$ cat src/rtl/flash_cmd_pkg.sv
package flash_cmd_pkg;

  typedef enum logic [1:0] {
    MODE_ARRAY  = 2'd0,
    MODE_STATUS = 2'd1,
    MODE_IDENT  = 2'd2,
    MODE_QUERY  = 2'd3
  } readMode_e;

  typedef enum logic [1:0] {
    OP_IDLE = 2'd0,
    OP_RUN  = 2'd1,
    OP_SUSP = 2'd2
  } opState_e;

  localparam logic [7:0] CMD_ARRAY  = 8'hFF;
  localparam logic [7:0] CMD_STATUS = 8'h70;
  localparam logic [7:0] CMD_IDENT  = 8'h90;
  localparam logic [7:0] CMD_QUERY  = 8'h98;
  localparam logic [7:0] CMD_CLEAR  = 8'h50;

  localparam int BIT_READY   = 7;
  localparam int BIT_ERSSUSP = 6;
  localparam int BIT_ERSERR  = 5;
  localparam int BIT_PGMERR  = 4;
  localparam int BIT_ENERR   = 3;
  localparam int BIT_PGMSUSP = 2;

  typedef struct packed {
    logic clrErr;
    logic setSeq;
    logic setEnable;
    logic setPgmFail;
    logic setErsFail;
  } errStrobe_t;

endpackage

$ cat src/rtl/flash_cmd_fsm.sv
module flash_cmd_fsm
  import flash_cmd_pkg::*;
#(
  parameter int CMD_W = 8
) (
  input  logic             clk,
  input  logic             rstN,
  input  logic             wrStrobe,
  input  logic [CMD_W-1:0] cmdByte,
  input  logic             progEnable,
  input  logic             opStart,
  input  logic             opIsErase,
  input  logic             opDone,
  input  logic             opFail,
  input  logic             suspendReq,
  input  logic             resumeReq,
  output readMode_e        modeQ,
  output opState_e         stateQ,
  output logic             eraseQ,
  output errStrobe_t       errStb
);

  readMode_e modeD;
  opState_e  stateD;
  logic      eraseD;

  always_comb begin
    modeD  = modeQ;
    stateD = stateQ;
    eraseD = eraseQ;
    errStb = '0;

    if (wrStrobe) begin
      unique case (cmdByte)
        CMD_ARRAY:  modeD = MODE_ARRAY;
        CMD_STATUS: modeD = MODE_STATUS;
        CMD_IDENT:  modeD = MODE_IDENT;
        CMD_QUERY:  modeD = MODE_QUERY;
        CMD_CLEAR: begin
          errStb.clrErr = 1'b1;
          modeD         = MODE_STATUS;
        end
        default:    errStb.setSeq = 1'b1;
      endcase
    end

    unique case (stateQ)
      OP_IDLE: begin
        if (opStart) begin
          modeD = MODE_STATUS;
          if (progEnable) begin
            stateD = OP_RUN;
            eraseD = opIsErase;
          end else begin
            errStb.setEnable = 1'b1;
          end
        end
      end
      OP_RUN: begin
        if (suspendReq) begin
          stateD = OP_SUSP;
        end else if (opDone) begin
          stateD = OP_IDLE;
          if (opFail) begin
            if (eraseQ) errStb.setErsFail = 1'b1;
            else        errStb.setPgmFail = 1'b1;
          end
        end
      end
      OP_SUSP: begin
        if (resumeReq) begin
          stateD = OP_RUN;
          modeD  = MODE_STATUS;
        end
      end
      default: stateD = OP_IDLE;
    endcase
  end

  always_ff @(posedge clk) begin
    if (!rstN) begin
      modeQ  <= MODE_ARRAY;
      stateQ <= OP_IDLE;
      eraseQ <= 1'b0;
    end else begin
      modeQ  <= modeD;
      stateQ <= stateD;
      eraseQ <= eraseD;
    end
  end

endmodule

$ cat src/rtl/flash_cmd_status.sv
module flash_cmd_status
  import flash_cmd_pkg::*;
#(
  parameter int STATUS_W = 8
) (
  input  logic                clk,
  input  logic                rstN,
  input  errStrobe_t          errStb,
  input  opState_e            opState,
  input  logic                opErase,
  input  readMode_e           mode,
  input  logic                rdStrobe,
  output logic                readValid,
  output logic [STATUS_W-1:0] statusByte
);

  logic ersErrQ, pgmErrQ, enErrQ;

  always_ff @(posedge clk) begin
    if (!rstN) begin
      ersErrQ   <= 1'b0;
      pgmErrQ   <= 1'b0;
      enErrQ    <= 1'b0;
      readValid <= 1'b0;
    end else begin
      ersErrQ <= (ersErrQ & ~errStb.clrErr) | errStb.setSeq | errStb.setErsFail;
      pgmErrQ <= (pgmErrQ & ~errStb.clrErr) | errStb.setSeq | errStb.setPgmFail;
      enErrQ  <= (enErrQ  & ~errStb.clrErr) | errStb.setEnable;
      readValid <= rdStrobe && !(mode == MODE_ARRAY && opState == OP_RUN);
    end
  end

  always_comb begin
    statusByte              = '0;
    statusByte[BIT_READY]   = (opState != OP_RUN);
    statusByte[BIT_ERSSUSP] = (opState == OP_SUSP) && opErase;
    statusByte[BIT_PGMSUSP] = (opState == OP_SUSP) && !opErase;
    statusByte[BIT_ERSERR]  = ersErrQ;
    statusByte[BIT_PGMERR]  = pgmErrQ;
    statusByte[BIT_ENERR]   = enErrQ;
  end

endmodule

$ cat src/rtl/flash_cmd_ctrl.sv
module flash_cmd_ctrl
  import flash_cmd_pkg::*;
#(
  parameter int DATA_W   = 16,
  parameter int CMD_W    = 8,
  parameter int STATUS_W = 8
) (
  input  logic                clk,
  input  logic                rstN,
  input  logic                wrStrobe,
  input  logic [DATA_W-1:0]   wrData,
  input  logic                rdStrobe,
  input  logic                progEnable,
  input  logic                opStart,
  input  logic                opIsErase,
  input  logic                opDone,
  input  logic                opFail,
  input  logic                suspendReq,
  input  logic                resumeReq,
  output logic [1:0]          readMode,
  output logic                readValid,
  output logic [STATUS_W-1:0] statusByte
);

  readMode_e  modeQ;
  opState_e   stateQ;
  logic       eraseQ;
  errStrobe_t errStb;

  flash_cmd_fsm #(.CMD_W(CMD_W)) uFsm (
    .clk        (clk),
    .rstN       (rstN),
    .wrStrobe   (wrStrobe),
    .cmdByte    (wrData[CMD_W-1:0]),
    .progEnable (progEnable),
    .opStart    (opStart),
    .opIsErase  (opIsErase),
    .opDone     (opDone),
    .opFail     (opFail),
    .suspendReq (suspendReq),
    .resumeReq  (resumeReq),
    .modeQ      (modeQ),
    .stateQ     (stateQ),
    .eraseQ     (eraseQ),
    .errStb     (errStb)
  );

  flash_cmd_status #(.STATUS_W(STATUS_W)) uStatus (
    .clk        (clk),
    .rstN       (rstN),
    .errStb     (errStb),
    .opState    (stateQ),
    .opErase    (eraseQ),
    .mode       (modeQ),
    .rdStrobe   (rdStrobe),
    .readValid  (readValid),
    .statusByte (statusByte)
  );

  assign readMode = modeQ;

endmodule

$ cat config.mk
export PLATFORM = sky130hd
export DESIGN_NAME = flash_cmd_ctrl
export DESIGN_NICKNAME = d
export VERILOG_FILES = /design/src/rtl/flash_cmd_pkg.sv /design/src/rtl/flash_cmd_fsm.sv /design/src/rtl/flash_cmd_status.sv /design/src/rtl/flash_cmd_ctrl.sv
export SDC_FILE = /design/constraint.sdc
export NUM_CORES = 1
export LEC_CHECK = 0
export BUFFER_PORTS_ARGS = -buffer_cell sky130_fd_sc_hd__buf_2
export CAP_MARGIN = 40
export CORE_MARGIN = 2
export CORE_UTILIZATION = 30
export DETAILED_ROUTE_END_ITERATION = 12
export MAX_ROUTING_LAYER = met4
export PLACE_DENSITY = 0.59
export SYNTH_ARGS = -nofsm -noshare
export SYNTH_HDL_FRONTEND = slang
export SYNTH_SLANG_ARGS = --single-unit
$ cat constraint.sdc
create_clock -name clk -period 1.1 [get_ports clk]
set_input_delay 0.055 -clock clk [delete_from_list [all_inputs] [get_ports clk]]
set_output_delay 0.055 -clock clk [all_outputs]
set_load 0.01 [all_outputs]
# Word level (Yosys, flattened, before mapping)
# Cells that the tools add are included.
[totals]
ff_bits = 9
latch_bits = 0
mem_bits_rw = 0
romBits = 0
memories = 0
[op_classes]
add_sub_neg = 0
multipliers = 0
n_div = 0
order_cmp = 0
eq_ne = 12
shifts = 0
mux = 23
n_bitwise = 9
n_reduce_logical = 12
[op_table]
columns = ["operator", "count"]
rows = [
  ["2-bit 2-to-1 mux", 13],
  ["8-bit == test (second input constant)", 3],
  ["8-bit by 7-bit == test with 1-bit output (second input constant)", 2],
  ["2-bit case mux with 4 select lines", 1],
  ["1-bit 2-to-1 mux", 7],
  ["2-bit != test (second input constant)", 3],
  ["2-bit case mux with 3 select lines", 1],
  ["1-bit OR", 5],
  ["5-bit OR reduction", 1],
  ["1-bit logical AND", 4],
  ["2-bit zero test", 2],
  ["2-bit case mux with 2 select lines", 1],
  ["4-bit AND reduction", 1],
  ["1-bit AND", 3],
  ["3-bit != test (second input constant)", 1],
  ["3-bit AND reduction", 1],
  ["2-bit by 1-bit == test with 1-bit output (second input constant)", 1],
  ["2-bit == test (second input constant)", 1],
  ["1-bit zero test", 2],
  ["2-bit by 1-bit != test with 1-bit output (second input constant)", 1],
  ["2-bit OR reduction", 1],
  ["1-bit inverter", 1],
]

# Depth between registers and ports, before layout
# Gate-level depths: netlist of run 1.
[depth]
depth_word = 8
ltp_mapped = 4

# By module
# Synthesis of run 1 repeated with hierarchy kept, for this count alone.
[unflattened]
cells_unflattened = 70
area_unflattened_um2 = 611.8
[modules_own_cells]
columns = ["mod", "instances", "cells_per_inst", "area_each_um2"]
rows = [
  ["flash_cmd_fsm", 1, 50, 405.4],
  ["flash_cmd_status", 1, 20, 206.4],
]

# Worst setup path after synthesis of run 1
# OpenSTA, ideal clock, no wires.
[synth_path]
path_type = "reg-to-reg"
startpoint = "register uFsm.stateQ[1]"
endpoint = "register uFsm.eraseQ"
setup_time_ns = 0.118
arrival_ns = 0.878
setup_slack_ns = 0.104
path_stages_with_launch = 5
path_cell_list = "dfxtp_1 -> nand2b_4 -> nor3b_2 -> mux2i_1 -> nor2_1"
[synth_via]
elab_chain_cells = 2
[synth_rtl]
columns = ["item", "line", "source"]
rows = [
  ["start, declared", "flash_cmd_fsm.sv:18", "output opState_e stateQ,"],
  ["start signal, assigned", "flash_cmd_fsm.sv:87", "stateQ <= stateD;"],
  ["2-bit zero test", "flash_cmd_fsm.sv:47", "unique case (stateQ)"],
  ["3-bit AND reduction (no line)", "n/a", ""],
  ["end signal, assigned", "flash_cmd_fsm.sv:88", "eraseQ <= eraseD;"],
  ["end, declared", "flash_cmd_fsm.sv:19", "output logic eraseQ,"],
]
# No other way between the ends.
# A chain may end at the register's enable or synchronous reset.

# Worst setup path in the final report of run 1
[layout_path]
startpoint = "register uFsm.stateQ[0]"
endpoint = "register uFsm.eraseQ"
# Same word-level chain as after synthesis.

==> run summary, run 1 <==
GR Util All Layers = 0.135
Worst setup SP type = register
crit path cell chain = buf_4, nor3b_2, mux2i_1, nor2_1
status = completed
Hold Crit Class = in -> reg
critical path type = reg -> reg
fin util = 0.438
max frequency = 0.958 GHz
Post-synth EDFFs = 0
routed vias = 602
fin crit period = 1.04 ns
cts hold-fix bufs = 0
Clock Tree Buf Depth = 2
Routed Antenna Nets = 0
post-synthesis simple-gate area fraction = 0.383
adder-cell share of the synthesized area = 0
Nets = 122
# DRC = 0
post-synthesis sequential area ratio = 0.319
Worst path slowest cell = dfxtp_4
fin crit share = 0.949
die extent in x = 47.4 um
cts bufs inserted = 3
VDD IR-drop max = 739 uV
worst path required time = 1.25 ns
XOR/XNOR Fraction of Synth Area = 0
Non-Filler Instances = 119
#FFs+latches synth = 9
synthesized area = 566 um^2
final hold vios = 0
row cnt = 15
Synth Area in Compound Gates = 0.181
CP top delay family = flip-flops
maxcap violations = 0
Clock Skews = 0.00188 ns
Remaining Overflow, GRT = 0
crit-path max cell delay = 0.37 ns
Worst EP arrival = 1.19 ns
post-DR wirelength/cell = 11.1 um
mux contribution to synthesized area = 0.0177
top post-synthesis cells by count = dfxtp_1, nor2_1, a21oi_1, buf_4
hpwl dp = 1050 um
DRT Pass-1 Iters = 4
Core ar. = 0.00175 mm^2
clock sink count = 9
Die Ht = 47.4 um
CTS tree = done
setup violators final = 0
Die Footprint = 0.00225 mm^2
CTS clk-pin slew, worst paths = 0.06 ns
Initial Utilization = 0.324
clk_lat worst skew = 0.26 ns
Mapped Cells = 65
layout cells sized above 1 = 0.457
largest net degree at the start of global routing = 8
drt initial violations = 9
dpl cells = 114
Crit path buffers/inverters = 1
synthesized area per cell = 8.70 um^2
static leakage = 0.000332 uW
Overall Power = 786 uW
io pins = 38
Via density = 5.06
htree depth = 1
initial antenna violation count = 0
hold slack = 0.0216 ns
number of fill cells in the layout = 191
post-synth top area share = 0.319
final wirelength = 1320 um
P&R area growth vs syn = 35.2%
CTS root buf = clkbuf_4
IO Port Bufs = 27
Synth Flop Type = dfxtp_1
Netlist cell types = 29
most frequent cell after synthesis = dfxtp_1
vias in the first global route = 478
Final GP Congestion = 0.758
Max FO, Critical Path = 6
largest family of logic cells by synthesized area = simple AND/OR/NAND/NOR gates
Slew Limit Fails = 0
power per cell area = 1030 mW/mm^2
# diodes = 0
YS warnings = 0
cell taking the most area after synthesis = dfxtp_1
asr flop ratio synth = 0
Crit. End Element = register
first-pass GRT wire length = 2020 um
Synth area leaders = dfxtp_1, buf_4, a21oi_1
-- power by group --
| group | switching [uW] | internal, uW | leakage, uW | total, uW |
|---|---|---|---|---|
| Combinational | 84.4 | 83.0 | 0.000241 | 167 |
| Clock | 118 | 140 | 0.0000150 | 258 |
| Sequential | 16.2 | 345 | 0.0000758 | 361 |
-- path summary, 6_finish.rpt --
path	end	cells after the start	slack, ns	from
max	uFsm.eraseQ$_SDFFE_PN0P_	4	0.06	uFsm.stateQ[0]$_SDFFE_PN0P_
min	uStatus.readValid$_SDFF_PN0_	2	0.02	rdStrobe
max reg2reg	uFsm.eraseQ$_SDFFE_PN0P_	4	0.06	uFsm.stateQ[0]$_SDFFE_PN0P_
min reg2reg	uStatus.ersErrQ$_SDFF_PN0_	2	0.48	uStatus.ersErrQ$_SDFF_PN0_
-- area by class of cell --
type	instances	area, um^2	share of cell area
Timing Repair Buffer	29	150	0.196
Tap cell	25	31.3	0.0409
Clock buffer	4	26.3	0.0344
Multi-Input combinational cell	48	354	0.463
Sequential cell	9	188	0.245
Inverter	4	15.0	0.0196
-- flip-flops by register name (all words and copies together) (netlist names) --
signal             count
uStatus.readValid      1
uStatus.ersErrQ        1
uFsm.stateQ            2
uFsm.modeQ             2
uFsm.eraseQ            1
uStatus.pgmErrQ        1
uStatus.enErrQ         1
-- metrics by stage --
step	area, um^2	worst slack [ns]	TNS (ns)
floorplan	569	0.104	0
global placement	706	0.0530	0
detailed placement	706	0.0506	0
CTS	736	0.0246	0
global route	764	-0.0102	-0.0102
finish	764	0.0559	0
-- kinds of logic after synthesis --
kind of cell           Yosys count
AOI/OAI and AO/OA               14
other                            1
muxes                            1
buffers and inverters            9
and+or+nand+nor                 31
DFF                              9
-- layout by cell type, fill, tap and decap left out, drive strengths merged, types with 2 or more instances in the layout --
| cell | netlist | final |
|---|---|---|
| nor2 | 6 | 6 |
| nand2 | 3 | 3 |
| inv | 4 | 4 |
| nand2b | 3 | 3 |
| buf | 5 | 29 |
| conb | 1 | 2 |
| nand3 | 4 | 4 |
| nor3 | 3 | 3 |
| and4bb | 3 | 3 |
| clkbuf | 0 | 4 |
| a21oi | 5 | 5 |
| nand4b | 2 | 2 |
| dfxtp | 9 | 9 |
| o311ai | 2 | 2 |
| nand4 | 4 | 4 |
-- metal layers --
| metal | GRT usage | up-vias | wire (um) |
|---|---|---|---|
| met5 | - | - | 0 |
| met3 | 0.0566 | 2 | 64 |
| met2 | 0.189 | 19 | 648 |
| li1 | - | 297 | - |
| met4 | 0.0500 | 0 | 14 |
| met1 | 0.172 | 284 | 588 |
-- repair_timing --
action / CTS / global route
buffers inserted: 0 / 1
pin swaps: 0 / 1
setup endpoints to repair: 3 / 5
gates resized for setup: 2 / 6
endpoints found under the hold margin: 0 / 0
No activity file was read; power rests on OpenSTA's default activity.
==> run 2: changes to the inputs <==
GPL_TIMING_DRIVEN = 0   (was default)
==> run 2 against run 1 <==
Effect of this change:
- first-iteration DRC count shrank 22%
- clock-buffer cell count is the same
- routed wire length shrank 1.1%
- hold slack gained 0.0075 ns
- die area is the same
- clock power shrank 5%
- utilization grew 1.0 points
- final cell count grew 2.5%
- global-route usage grew 0.98 points
- critical endpoint is now statusByte[7]
==> run summary, run 2 (synthesized netlist as in run 1, its figures left out) <==
Non-Filler Instances = 122 (+2.5%)
most frequent cells in the layout = buf_2, dfxtp_1, nor2_1, a21oi_1, buf_4
Nets = 125 (+2.5%)
power per cell area = 1010 mW/mm^2 (-2.2%)
reg-to-reg endpoint = uFsm.eraseQ$_SDFFE_PN0P_
cts hold-fix bufs = 0 (unchanged)
Core ar. = 0.00175 mm^2 (unchanged)
worst setup margin = 0.0468 ns (-0.00911 ns)
Clock Tree Buf Depth = 2 (unchanged)
Via density = 4.72 (-6.7%)
DRT Pass-1 Iters = 4 (unchanged)
crit path launch = uFsm.stateQ[1]$_SDFFE_PN0P_
CTS tree = done
vias in the first global route = 534 (+12%)
P&R area growth vs syn = 38.3%
Post-CTS Repair Setup Buffers = 0 (unchanged)
io pins = 38 (unchanged)
Final GP Congestion = 0.764 (+0.84%)
first-pass GRT wire length = 2190 um (+8.2%)
layout cells sized above 1 = 0.474 (+0.0168)
DP Worst Slack = 0.0203 ns (-0.0304 ns)
R2R Setup Slk = 0.06 ns (about the same)
hpwl dp = 1070 um (+1.9%)
hold slack = 0.0291 ns (+0.00748 ns)
Clock Skews = 0.00511 ns (+0.00323 ns)
critical path type = reg -> out
Initial Utilization = 0.324 (unchanged)
fin crit period = 1.05 ns (+0.00911 ns)
Max FO, Critical Path = 6 (unchanged)
clk_lat worst skew = 0.26 ns (about the same)
maxcap violations = 0 (unchanged)
cts bufs inserted = 3 (unchanged)
htree depth = 1 (unchanged)
CTS clk-pin slew, worst paths = 0.06 ns (about the same)
largest net degree at the start of global routing = 8 (unchanged)
status = completed
final wirelength = 1300 um (-1.1%)
Critical R2R Launch = uFsm.stateQ[1]$_SDFFE_PN0P_
worst path required time = 1.04 ns (-0.21 ns)
Remaining Overflow, GRT = 0 (unchanged)
die extent in x = 47.4 um (unchanged)
Area after DPL = 736 um^2 (+4.3%)
dpl cells = 118 (+3.5%)
Die Ht = 47.4 um (unchanged)
post-DR wirelength/cell = 10.7 um (-3.5%)
Routed Antenna Nets = 0 (unchanged)
# DRC = 0 (unchanged)
FF-to-FF path depth = 4 (unchanged)
M1 WL = 601 um (+2.2%)
routed vias = 576 (-4.3%)
worst setup path end = statusByte[7]
CTS root buf = clkbuf_4
# diodes = 0 (unchanged)
Hold Crit Class = in -> reg
Top Metal Used = met4
drt initial violations = 7 (-2)
VDD IR-drop max = 628 uV (-15%)
RSZ-0062 raised after global routing = true
Crit. End Element = primary output
post-route setup TNS = 0 ns (unchanged)
biggest regs = uFsm.modeQ (2), uFsm.stateQ (2)
final hold vios = 0 (unchanged)
Die Footprint = 0.00225 mm^2 (unchanged)
row cnt = 15 (unchanged)
met3 routed WL = 58 um (-9.4%)
clock sink count = 9 (unchanged)
Worst setup SP type = register
GR Util All Layers = 0.145 (+0.00982)
most common cell after layout, fill and taps aside = buf_2
setup violators final = 0 (unchanged)
static leakage = 0.000346 uW (+4.3%)
routed wl met2 = 629 um (-2.9%)
max frequency = 0.950 GHz (-0.86%)
initial antenna violation count = 0 (unchanged)
Design Area, Final = 782 um^2 (+2.3%)
IO Port Bufs = 27 (unchanged)
fin crit share = 0.957 (+0.00828)
Worst EP arrival = 1.00 ns (-0.19 ns)
Slew Limit Fails = 0 (unchanged)
## run 2: cell count changes in the layout (fill, tap and decap cells not counted)
cell	before	now
buf_4	2	5
nand2b_2	0	1
nand2b_4	3	2
## run 2: cell type report
class | instances | area, um^2
well taps | 25 | 31.3
inverters | 4 | 15.0
flip-flops and latches | 9 | 188
clock buffers | 4 | 26.3
plain buffers | 5 | 37.5
repair buffers | 27 | 135
fillers | 186 | 963
multi-input cells | 48 | 349
## run 2: critical path, cell delays in order, from the launching register on
cell and delay [ns]:
dfxtp_4 0.37, nand2b_2 0.22, buf_2 0.16
## run 2: through the flow
| step | power (uW) | util |
|---|---|---|
| final | 787 | 0.448 |
| after floorplan | 466 | - |
| after global placement | 544 | 0.422 |
| after detailed placement | 547 | 0.422 |
| after CTS | 801 | 0.439 |
| after global routing | 851 | 0.448 |
## run 2: worst min-delay path by stage
stage               startpoint                           end  slack (ns)  cells after the start
finish                rdStrobe  uStatus.readValid$_SDFF_PN0_        0.03                      2
global route          rdStrobe  uStatus.readValid$_SDFF_PN0_        0.03                      2
CTS                   rdStrobe  uStatus.readValid$_SDFF_PN0_        0.02                      2
detailed placement    rdStrobe  uStatus.readValid$_SDFF_PN0_        0.30                      2
global placement      rdStrobe  uStatus.readValid$_SDFF_PN0_        0.29                      2
floorplan             rdStrobe  uStatus.readValid$_SDFF_PN0_        0.19                      1
## run 2: timing repair
item                       CTS  global route
resized for setup            2             5
pin swaps                    0             1
setup endpoints to repair    3             5
## run 2: per-layer routing
layer / vias up / global-route usage
met3: 2 / 0.0566
met5: - / -
li1: 304 / -
met4: 0 / 0.0500
met1: 255 / 0.172
met2: 15 / 0.222
## run 2: power by group
group	switching, uW	internal, uW	total [uW]	leakage, uW
Combinational	85.6	93.2	179	0.000255
Sequential	16.3	345	362	0.0000758
Clock	107	139	246	0.0000150
Total	209	578	787	0.000346
